## src/rtl/clkpm_pkg.sv

```systemverilog
package clkpm_pkg;
    localparam int N_SRC = 4;   // 0 ref, 1 cpu, 2 sys, 3 util
    localparam int N_OUT = 6;
    localparam int SEL_W = 3;
    localparam int MAP_W = $clog2(N_SRC);

    typedef enum logic [1:0] {
        PM_WAKE  = 2'd0,
        PM_RUN   = 2'd1,
        PM_TRIST = 2'd2,
        PM_DOWN  = 2'd3
    } pm_state_t;
endpackage

```

## src/rtl/clkpm_sync.sv

```systemverilog
// Two-flop synchronizer; resets to all ones (inactive level of the low-true controls).
module clkpm_sync #(
    parameter int W = 1
) (
    input  logic         clk,
    input  logic         rst_n,
    input  logic [W-1:0] d,
    output logic [W-1:0] q
);
    logic [W-1:0] meta;

    always_ff @(posedge clk or negedge rst_n) begin
        if (!rst_n) begin
            meta <= '1;
            q    <= '1;
        end else begin
            meta <= d;
            q    <= meta;
        end
    end
endmodule

```

## src/rtl/clkpm_lock.sv

```systemverilog
// Counts LIMIT ticks while the source runs, then holds ready until it stops.
module clkpm_lock #(
    parameter int LIMIT = 1
) (
    input  logic clk,
    input  logic rst_n,
    input  logic run,
    input  logic tick,
    output logic ready
);
    localparam int CW = (LIMIT > 1) ? $clog2(LIMIT) : 1;

    logic [CW-1:0] cnt;

    always_ff @(posedge clk or negedge rst_n) begin
        if (!rst_n) begin
            cnt   <= '0;
            ready <= 1'b0;
        end else if (!run) begin
            cnt   <= '0;
            ready <= 1'b0;
        end else if (tick && !ready) begin
            if (cnt == CW'(LIMIT - 1)) begin
                ready <= 1'b1;
                cnt   <= '0;
            end else begin
                cnt <= cnt + 1'b1;
            end
        end
    end
endmodule

```

## src/rtl/clkpm_ctrl.sv

```systemverilog
module clkpm_ctrl
    import clkpm_pkg::*;
#(
    parameter int TICK_DIV  = 8,
    parameter int WAIT_REF  = 2,
    parameter int WAIT_CPU  = 50,
    parameter int WAIT_SYS  = 1,
    parameter int WAIT_UTIL = 1
) (
    input  logic                   clk,
    input  logic                   rst_n,
    input  logic                   oe_pin,
    input  logic [SEL_W-1:0]       sel_pin,
    input  logic                   cfg_sd_en,
    input  logic                   cfg_susp_en,
    input  logic [N_SRC-2:0]       cfg_susp_src,
    input  logic [N_OUT-1:0]       cfg_susp_out,
    input  logic [N_OUT*MAP_W-1:0] cfg_out_src,
    input  logic [N_OUT-1:0]       raw_clk,
    output logic [SEL_W-1:0]       sel_out,
    output logic [N_SRC-1:0]       src_run,
    output logic [N_SRC-1:0]       src_ready,
    output logic [N_OUT-1:0]       out_oe,
    output logic [N_OUT-1:0]       out_val
);
    localparam int TW = (TICK_DIV > 2) ? $clog2(TICK_DIV) : 1;

    // ---------------- synchronized pins ----------------
    logic [SEL_W:0]   pins_q;
    logic             oe_s;
    logic [SEL_W-1:0] sel_s;
    logic             susp_act;

    clkpm_sync #(.W(SEL_W + 1)) u_sync (
        .clk   (clk),
        .rst_n (rst_n),
        .d     ({oe_pin, sel_pin}),
        .q     (pins_q)
    );

    assign oe_s     = pins_q[SEL_W];
    assign sel_s    = pins_q[SEL_W-1:0];
    assign susp_act = cfg_susp_en & ~sel_s[SEL_W-1];

    always_comb begin
        sel_out = sel_s;
        if (cfg_susp_en) sel_out[SEL_W-1] = 1'b0;
    end

    // ---------------- power sequencing FSM ----------------
    pm_state_t state, state_nx;
    logic      all_ok;

    assign all_ok = &(src_ready | ~src_run);

    always_ff @(posedge clk or negedge rst_n) begin
        if (!rst_n) state <= PM_WAKE;
        else        state <= state_nx;
    end

    always_comb begin
        state_nx = state;
        unique case (state)
            PM_WAKE: begin
                if (!oe_s)       state_nx = cfg_sd_en ? PM_DOWN : PM_TRIST;
                else if (all_ok) state_nx = PM_RUN;
            end
            PM_RUN: begin
                if (!oe_s)       state_nx = cfg_sd_en ? PM_DOWN : PM_TRIST;
            end
            PM_TRIST: begin
                if (!oe_s && cfg_sd_en) state_nx = PM_DOWN;
                else if (oe_s)          state_nx = all_ok ? PM_RUN : PM_WAKE;
            end
            PM_DOWN: begin
                if (oe_s)            state_nx = PM_WAKE;
                else if (!cfg_sd_en) state_nx = PM_TRIST;
            end
        endcase
    end

    // ---------------- state outputs ----------------
    logic powered_down;
    logic drive_ok;

    always_comb begin
        powered_down = (state == PM_DOWN);
        drive_ok     = oe_s && ((state == PM_RUN) || (state == PM_WAKE));
        src_run[0]   = !powered_down;
        for (int i = 1; i < N_SRC; i++) begin
            src_run[i] = !powered_down && !(susp_act && cfg_susp_src[i-1]);
        end
    end

    // ---------------- reference tick prescaler ----------------
    logic [TW-1:0] pre_cnt;
    logic          tick;

    assign tick = src_run[0] && (pre_cnt == TW'(TICK_DIV - 1));

    always_ff @(posedge clk or negedge rst_n) begin
        if (!rst_n)           pre_cnt <= '0;
        else if (!src_run[0]) pre_cnt <= '0;
        else if (tick)        pre_cnt <= '0;
        else                  pre_cnt <= pre_cnt + 1'b1;
    end

    // ---------------- per-source lock waits ----------------
    for (genvar i = 0; i < N_SRC; i++) begin : g_lock
        localparam int LIM = (i == 0) ? WAIT_REF :
                             (i == 1) ? WAIT_CPU :
                             (i == 2) ? WAIT_SYS : WAIT_UTIL;
        clkpm_lock #(.LIMIT(LIM)) u_lock (
            .clk   (clk),
            .rst_n (rst_n),
            .run   (src_run[i]),
            .tick  (tick),
            .ready (src_ready[i])
        );
    end

    // ---------------- per-output enables ----------------
    for (genvar k = 0; k < N_OUT; k++) begin : g_out
        logic [MAP_W-1:0] m;
        assign m         = cfg_out_src[k*MAP_W +: MAP_W];
        assign out_oe[k] = drive_ok && src_run[m] && src_ready[m] &&
                           !(susp_act && cfg_susp_out[k]);
        assign out_val[k] = out_oe[k] & raw_clk[k];
    end
endmodule

```

## config.mk

```make
export PLATFORM = sky130hd
export DESIGN_NAME = clkpm_ctrl
export DESIGN_NICKNAME = d
export VERILOG_FILES = /design/src/rtl/clkpm_pkg.sv /design/src/rtl/clkpm_sync.sv /design/src/rtl/clkpm_lock.sv /design/src/rtl/clkpm_ctrl.sv
export SDC_FILE = /design/constraint.sdc
export NUM_CORES = 1
export LEC_CHECK = 0
export BUFFER_PORTS_ARGS = -buffer_cell sky130_fd_sc_hd__buf_4
export CORE_MARGIN = 2
export CORE_UTILIZATION = 48
export DETAILED_ROUTE_END_ITERATION = 10
export GPL_TIMING_DRIVEN = 0
export PLACE_DENSITY = 0.88
export SYNTH_ARGS = -nofsm -noshare
export SYNTH_HDL_FRONTEND = slang
export SYNTH_SLANG_ARGS = --single-unit
```

## constraint.sdc

```tcl
create_clock -name clk -period 2 [get_ports clk]
set_input_delay 0.1 -clock clk [delete_from_list [all_inputs] [get_ports clk]]
set_output_delay 0.1 -clock clk [all_outputs]
set_load 0.05 [all_outputs]
```

Word-level counts from Yosys, hierarchy flattened
Cells that the tools add are included.

storage, ports and cells
  input port bits = 35
  output and inout bits = 23
  word-level logic and storage cells = 171
  register bits after elaboration = 26

operators by class
  $add $sub $neg = 5
  reductions and logical operators = 62
  equal/unequal tests = 15
  bitwise logic cells = 10
  muxes and demuxes = 61
  order comparisons = 6

operators by type and width
  operator                                               count
  logical AND 1 bit                                      37
  two-way mux 1 bit                                      36
  binary-select mux 1 bit (select 2 bit)                 12
  < comparator 2 x 3 -> 1 bit, second input constant     6
  two-way mux 6 bit                                      3
  zero test 1 bit                                        15
  two-way mux 2 bit                                      7
  inequality test 2 bit, second input constant           7
  one-hot mux 2 bit (4 select lines)                     1
  AND reduction 2 bit                                    4
  AND reduction 4 bit                                    2
  bitwise AND 1 bit                                      7
  adder 6 x 1 -> 6 bit, second input constant            1
  equality test 6 bit, second input constant             1
  two-way mux 3 bit                                      2
  inequality test 3 x 2 -> 1 bit, second input constant  2
  equality test 2 bit, second input constant             2
  NOT 4 bit                                              1
  bitwise OR 4 bit                                       1
  nonzero test 2 bit                                     2
  adder 1 bit, second input constant                     3
  adder 3 x 1 -> 3 bit, second input constant            1
  equality test 3 bit, second input constant             1
  inequality test 3 bit, second input constant           1
  other kinds (4)                                        4

Logic depth before layout (Yosys ltp)
Gate-level depths: netlist of run 1.

  depth after elaboration = 12
  depth in mapped cells = 8
  mapped depth without buffers = 6

Modules after synthesis
Synthesis of run 1 repeated with hierarchy kept, for this count alone.

second synthesis, totals
  cell total of the unflattened synthesis = 151
  area total of the unflattened synthesis = 1456.4 µm²

modules (own cells, without submodules)
  module                              sequential area each (µm²)  cells an instance  instances  area an instance (µm²)
  clkpm_ctrl                          125.1                       90                 1          694.4
  clkpm_lock at g_lock[1].u_lock      175.2                       41                 1          399.1
  clkpm_sync                          210.2                       8                  1          210.2
  clkpm_lock at g_lock[0].u_lock      50.0                        8                  1          87.6
  clkpm_lock at g_lock[2].u_lock ...  25.0                        2                  2          32.5

Worst setup path after synthesis of run 1
Ideal clock, no wire load.

  path type = flip-flop to output port
  start = register u_sync.q[2]
  end = output port out_oe[0]
  buffers on the path = 0
  stages on the path, launching flop included = 5
  required time = 1900 ps
  slack = -378 ps
  data arrival time = 2278 ps
  path through = dfstp_2 -> and3b_1 -> nor3b_4 -> a211oi_1 -> nor3b_1

on the way
  word-level cells in the longest chain between the ends = 10
  elaborated cells between the ends (all ways) = 18
  those cells by class = mux (2); bitwise (2); reduce/logical (14)

RTL lines
  item                                     RTL line           text
  start, declared                          clkpm_sync.sv:8    output logic [W-1:0] q
  start signal, assigned                   clkpm_sync.sv:18   q <= meta;
  NOT 1 bit (*)                            clkpm_ctrl.sv:43   assign susp_act = cfg_susp_en & ~sel_s[SEL_W-1];
  bitwise AND 1 bit (*)                    clkpm_ctrl.sv:43
  logical AND 1 bit                        clkpm_ctrl.sv:91   src_run[i] = !powered_down && !(susp_act && cfg_susp_src[i-1]);
  zero test 1 bit                          clkpm_ctrl.sv:91
  logical AND 1 bit                        clkpm_ctrl.sv:91
  binary-select mux 1 bit (select 2 bit)   clkpm_ctrl.sv:126  assign out_oe[k] = drive_ok && src_run[m] && src_ready[m] &&
  two-way mux 1 bit (implied by the code)  clkpm_ctrl.sv:126
  logical AND 1 bit (2 in a row)           clkpm_ctrl.sv:126
  logical AND 1 bit (*)                    clkpm_ctrl.sv:126
  end, declared                            clkpm_ctrl.sv:23   output logic [N_OUT-1:0] out_oe,

Mark *: on every way between the ends. The rest lies on a longest branch, timed or not. The select of a mux whose other input is x is not followed.

Final worst setup path of run 1
Ends and elaborated chain as after synthesis.

==> impl_metrics.csv, run 1 <==
group,metric,value,unit
route,wl_per_cell,14.18,um
pwr,power.leakage,0.9863,nW
timing,fin_crit_sh,104.0,%
setup_path,critPathMaxFanout,6,
floorplanning,initial_utilization,51.34,%
yosys,postSynthAreaPerCell,9.232,um^2
grt,grt_usage,22.26,%
yosys,synth.distinct_cells,35,
final_layout,drive_above_1_share,48.66,%
grt,grt_pass1_vias,1382,
yosys,syn-instance-count,156,
setup_path,crit_type,"reg -> out",
clock_tree,clockRootBuffer,"clkbuf_4",
floorplanning,die_x,58.78,um
grt,grt_max_degree,25,
route,drc,7,
route,vias,1413,
timing,worst_slew_pin_slew,0.5195,ns
setup_path,crit_buf_inv,2,
run,drv_cap,0,
yosys,async_flop_share,100.0,%
route,drtIter0Drc,59,
timing,rsz0062_at_grt,"true",
setup_path,cp-start-kind,"flip-flop",
status,outcome,"finished with violations",
timing,setup_viol,11,
yosys,synth_area,1440,um^2
clock_tree,cts_sinks,24,
grt,overflow,0,
clock_tree,cts_buffer_depth,2,
placed_design,gp_congestion,0.8210,
final_layout,final_cells,255,
route,firstDrtPassIters,7,
timing,postLayoutSetupSlackWorst,-0.07918,ns
yosys,synth_warnings,0,
yosys,ys.flop_type,"dfrtp_1",
final_layout,antennaDiodeCount,0,
timing,hold_viol,0,
timing,fin_crit,2.079,ns
setup_path,crit_family,"simple AND/OR/NAND/NOR gates",
final_layout,nets,264,
yosys,syn_nets,195,
setup_path,cp_slowest_stage_delay,0.58,ns
clock_tree,clkTransAtPathRegs,0.13,ns
placed_design,port_buffers,57,
yosys,ys_seq_area_share,42.40,%
grt,grt_pass1_wl,5947,um
setup_path,crit_top_cell,"buf_6",
timing,fmax,0.4810,GHz
floorplanning,row_count,19,
setup_path,arrival,1.98,ns
yosys,synth-edff-count,0,
route,ant_nets,0,
setup_path,critPathCaptureType,"primary output",
route,viasPerCell,5.541,
clock_tree,cts_tree,"built",
final_layout,area_growth_syn_to_layout,49.44,%
placed_design,dp_hpwl,2752,um
floorplanning,pin_count,58,
pwr,power_density,765.9,nW/um^2
floorplanning,dieArea,3455,um^2
floorplanning,fp.coreArea,2805,um^2
clock_tree,clk_latency,0.32,ns
floorplanning,die_y,58.78,um
status,violations,"design-rule violations, negative setup slack",
placed_design,placed_cells,244,
setup_path,crit_path_cell_trace,"and3b_2 > nor3b_4 > buf_6 > a211oi_2 > nor3b_2 > buf_6",
setup_path,crit_required,1.90,ns
pwr,p_total,0.001648,W
pwr,irDropWorstVdd,617.5,uV
clock_tree,htreeDepth,1,
setup_path,cp_slowest_cell,"dfstp_2",
worst_hold_path,hold_class,"in -> reg",
timing,slew_viol_final,0,
route,wl,3616,um
final_layout,final.fill_count,203,
timing,slew_headroom,65.30,%
yosys,ys_seq_elements,24,
timing,fin_skew,0.003624,ns
grt,antenna_found_initial,0,
clock_tree,cts_buffers,3,
-- kinds of logic after synthesis --
kind of cell,share of synthesized area (%)
AOI/OAI and AO/OA,17.12
xor gates and xnor gates,0.6083
adders and majority gates,3.475
buffers and inverters,8.428
DFF,42.40
and+or+nand+nor,27.98
-- through the flow --
step	hold slack, ns	util, %	TNS [ns]	cell area (um^2)	setup slack, ns
floorplan	-0.1956	-	0	1500	0.08948
global placement	0.005635	70.12	0	1967	0.2631
detailed placement	0.01135	70.12	0	1967	0.1958
CTS	0.01035	76.23	-0.6420	2138	-0.08687
global route	0.01235	76.72	-1.683	2152	-0.1728
finish	0.009745	76.72	-0.5376	2152	-0.07918
-- repair_timing --
item | 4_1_cts | 5_1_grt
pin swaps | 9 | 6
resized for setup | 18 | 3
endpoints found under the setup margin | 12 | 12
hold endpoints to repair | 28 | 0
setup buffers | 2 | 0
cloned | 0 | 0
hold buffers | 5 | 0
-- registers in the layout, indices dropped and copies added (netlist names) --
register / flops
u_sync.meta: 4
u_sync.q: 4
state: 2
pre_cnt: 3
g_lock.u_lock.cnt: 7
g_lock.u_lock.ready: 4
-- power breakdown --
part	internal (W)	leakage [nW]	switching (W)
combinational	0.000331	0.669	0.000420
sequential	0.000576	0.296	0.0000680
clock	0.000111	0.0210	0.000142
total	0.00102	0.986	0.000630
-- cell usage after synthesis, types with 2 or more instances --
cell type  instances  area share [%]
a21oi_1           18             6.3
dfrtp_1           16              28
nor2_1            14             3.6
nand2_1           12             3.1
buf_4             10             5.2
nand3_1            9             3.1
dfstp_2            8              15
nor3_1             8             2.8
nor3b_1            8             4.2
a211oi_1           6             3.1
o211a_1            6             4.2
inv_1              5             1.3
ha_1               4             3.5
or3_1              4             1.7
nand3b_1           3             1.6
nor2b_1            3             1.3
buf_2              2            0.70
nand2b_1           2            0.87
o21ai_0            2            0.70
-- path summary, 6_finish.rpt --
| check | start | end | slack [ns] | cells past startpoint |
|---|---|---|---|---|
| max in group asynchronous | rst_n | u_sync.q[1]$_DFF_PN1_ | 1.53 | 2 |
| max reg2reg | pre_cnt[0]$_DFF_PN0_ | g_lock[1].u_lock.cnt[5]$_DFFE_PN0P_ | 0.35 | 8 |
| min in group asynchronous | rst_n | g_lock[2].u_lock.ready$_DFFE_PN0P_ | 0.20 | 2 |
| min | cfg_sd_en | state[0]$_DFFE_PN0P_ | 0.01 | 3 |
| min reg2reg | u_sync.meta[2]$_DFF_PN1_ | u_sync.q[2]$_DFF_PN1_ | 0.37 | 0 |
| max | u_sync.q[2]$_DFF_PN1_ | out_oe[0] | -0.08 | 6 |
-- cells in the final DEF (no fill, tap or decap), types with 4 or more instances in the layout --
master and instances:
dfrtp_1 16, o211a_1 6, buf_6 14, dfstp_2 8
a21oi_1 18, ha_1 4, nand2_1 12, nor3b_2 6
nand3_1 9, or3_1 4, a211oi_2 6, buf_4 56
nor3_2 6, nor2_1 14, dlygate4sd3_1 5, inv_1 5
-- layer usage --
layer	GRT usage (%)	part of all wire, %	vias to the layer above
met2	41.43	54	54
met5	0	0	-
li1	-	-	692
met3	2.857	7.7	5
met4	7.468	1.2	0
met1	26.10	38	662
-- layout make-up --
cell class / instances / area [um^2] / share of cell area (%)
multi-input combinational: 113 / 803.3 / 37.33
timing repair buffer: 64 / 541.8 / 25.17
tap: 31 / 38.79 / 1.802
buffer: 13 / 96.34 / 4.477
sequential: 24 / 610.6 / 28.37
inverter: 6 / 25.02 / 1.163
clock buffer: 4 / 36.28 / 1.686
-- tightest hold or removal path, cell delays in order --
cell     delay (ns)
buf_4          0.08
a21oi_1        0.05
o21ai_0        0.07
Note: power is estimated with default switching activity, not from simulation.
==> run 2: changes to the inputs <==
Settings changed: PLACE_DENSITY 0.88 to 0.79.
==> run 2 against run 1 <==
Effect of this change: the run still ends with design-rule violations, negative setup slack left; utilization grew 2.1 points; total power grew 6.7%; cell count grew 0.78%; clock skew grew 0.0029 ns; sequential share of layout area shrank 0.74 points; final area grew 2.7%; sequential power is essentially flat; global-route usage shrank 0.58 points; clock-buffer cell count shrank 1; first-iteration DRC count grew 36%; clock power grew 37%.
==> impl_metrics.csv, run 2 (synthesized netlist as in run 1, its figures left out) <==
group,metric,value,unit
status,outcome,"finished with violations",
status,violations,"design-rule violations, negative setup slack",
route,drc,8,
pwr,power.leakage,0.9967,nW
floorplanning,die_y,58.78,um
clock_tree,htreeDepth,1,
final_layout,final_common_cell,"buf_4",
timing,finalSetupTns,-0.4946,ns
timing,worst_slew_pin_slew,0.5447,ns
final_layout,final_cell_mix,"57 x buf_4, 18 x a21oi_1, 16 x dfrtp_1, 14 x nor2_1, 13 x buf_6",
timing,postLayoutSetupSlackWorst,-0.09326,ns
timing,rsz0062_at_grt,"true",
timing,fin_skew,0.006566,ns
route,vias,1422,
clock_tree,clockRootBuffer,"clkbuf_4",
final_layout,max_flop_register,"g_lock.u_lock.cnt",
final_layout,antennaDiodeCount,0,
clock_tree,cts_tree,"built",
setup_path,cp_slowest_cell,"dfstp_2",
setup_path,crit_required,1.90,ns
timing,slew_viol_final,0,
clock_tree,clkTransAtPathRegs,0.13,ns
worst_hold_path,worstHoldStart,"cfg_susp_src[0]",
setup_path,crit_start,"u_sync.q[2]$_DFF_PN1_",
route,wl,3634,um
final_layout,largest_reg_flops,7,
worst_hold_path,hold_class,"in -> reg",
placed_design,dp_hpwl,2664,um
setup_path,crit_type,"reg -> out",
grt,grt_pass1_vias,1365,
setup_path,cp-start-kind,"flip-flop",
placed_design,post-place-ws,0.2362,ns
pwr,irDropWorstVdd,709.8,uV
placed_design,gp_congestion,0.8282,
setup_path,r2r_start,"pre_cnt[0]$_DFF_PN0_",
final_layout,drive_above_1_share,49.56,%
grt,grt_usage,21.68,%
timing,fin_crit,2.093,ns
floorplanning,dieArea,3455,um^2
clock_tree,cts_buffers,3,
floorplanning,initial_utilization,51.34,%
timing,slew_headroom,63.61,%
timing,setup_viol,12,
route,viasPerCell,5.533,
run,drv_cap,0,
placed_design,port_buffers,57,
route,drtIter0Drc,80,
clock_tree,cts_buffer_depth,2,
setup_path,cp_slowest_stage_delay,0.60,ns
final_layout,nets,266,
final_layout,area_growth_syn_to_layout,53.43,%
setup_path,crit_top_cell,"buf_6",
route,ant_nets,0,
clock_tree,cts_sinks,24,
timing,hold_viol,0,
setup_path,arrival,1.99,ns
clock_tree,clk_latency,0.32,ns
grt,grt_pass1_wl,5809,um
timing,fin_crit_sh,104.7,%
floorplanning,pin_count,58,
timing,fmax,0.4777,GHz
setup_path,critPathCaptureType,"primary output",
grt,grt_max_degree,25,
setup_path,crit_path_cell_trace,"and3b_2 > nor3b_4 > buf_6 > a211oi_2 > nor3b_2 > buf_6",
final_layout,final.fill_count,186,
route,wl_per_cell,14.14,um
floorplanning,row_count,19,
pwr,power_density,796.1,nW/um^2
final_layout,multi_input_area,818.3,um^2
grt,antenna_found_initial,0,
setup_path,critPathMaxFanout,6,
final_layout,regArea,610.6,um^2
floorplanning,die_x,58.78,um
grt,overflow,0,
floorplanning,fp.coreArea,2805,um^2
route,firstDrtPassIters,7,
run 2: path summary, 6_finish.rpt:
check                                                            to  slack [ns]  cells after the start
worst max register to register  g_lock[1].u_lock.cnt[3]$_DFFE_PN0P_        0.35                      7
min in group asynchronous          g_lock[0].u_lock.cnt$_DFFE_PN0P_        0.19                      2
worst min-delay path                           state[0]$_DFFE_PN0P_        0.12                      3
worst min register to register                u_sync.q[0]$_DFF_PN1_        0.37                      0
max in group asynchronous                     u_sync.q[2]$_DFF_PN1_        1.53                      2
worst max-delay path                                      out_oe[5]       -0.09                      6
run 2: critical path: cells and delay by family, from the launching register on:
kind / cells / cell delay [ns]
AO/OA/AOI/OAI: 1 / 0.09
flip-flops: 1 / 0.60
buffers and inverters: 2 / 0.34
AND/OR/NAND/NOR: 3 / 0.64
run 2: area by class of cell:
type                    count  area share [%]
multi-input cells         113           37.03
flip-flops and latches     24           27.63
repair buffers             66           25.31
plain buffers              13           4.530
well taps                  31           1.755
clock inverters             1           1.359
inverters                   6           1.359
clock buffers               3           1.019
run 2: metal layers:
| layer | routed length (um) | up-vias | GRT usage [%] |
|---|---|---|---|
| li1 | - | 692 | - |
| met1 | 1413 | 676 | 24.05 |
| met2 | 1939 | 48 | 42.38 |
| met3 | 238 | 6 | 3.077 |
| met4 | 43 | 0 | 5.844 |
| met5 | 0 | - | 0 |
run 2: what timing repair did:
item                                    4_1_cts  5_1_grt
setup buffers                                 2        1
endpoints found under the setup margin       12       12
gates resized for setup                      16       10
hold buffers                                  6        0
pin swaps                                     7       12
hold endpoints to repair                     29        0
run 2: stage by stage:
step / std cells / power [W] / hold WS (ns) / instance area (um^2) / utilization (%)
floorplan: 156 / 0.001133 / -0.1956 / 1500 / -
global placement: 244 / 0.001319 / 0.003470 / 1967 / 70.12
detailed placement: 244 / 0.001341 / 0.006356 / 1967 / 70.12
CTS: 256 / 0.001731 / 0.1134 / 2155 / 76.81
global route: 257 / 0.001851 / 0.1454 / 2210 / 78.77
finish: 257 / 0.001759 / 0.1161 / 2210 / 78.77
run 2: power breakdown:
group	switching (W)	internal, W	total (W)
Combinational	0.000425	0.000341	0.000767
Sequential	0.0000670	0.000576	0.000643
Clock	0.000147	0.000203	0.000349
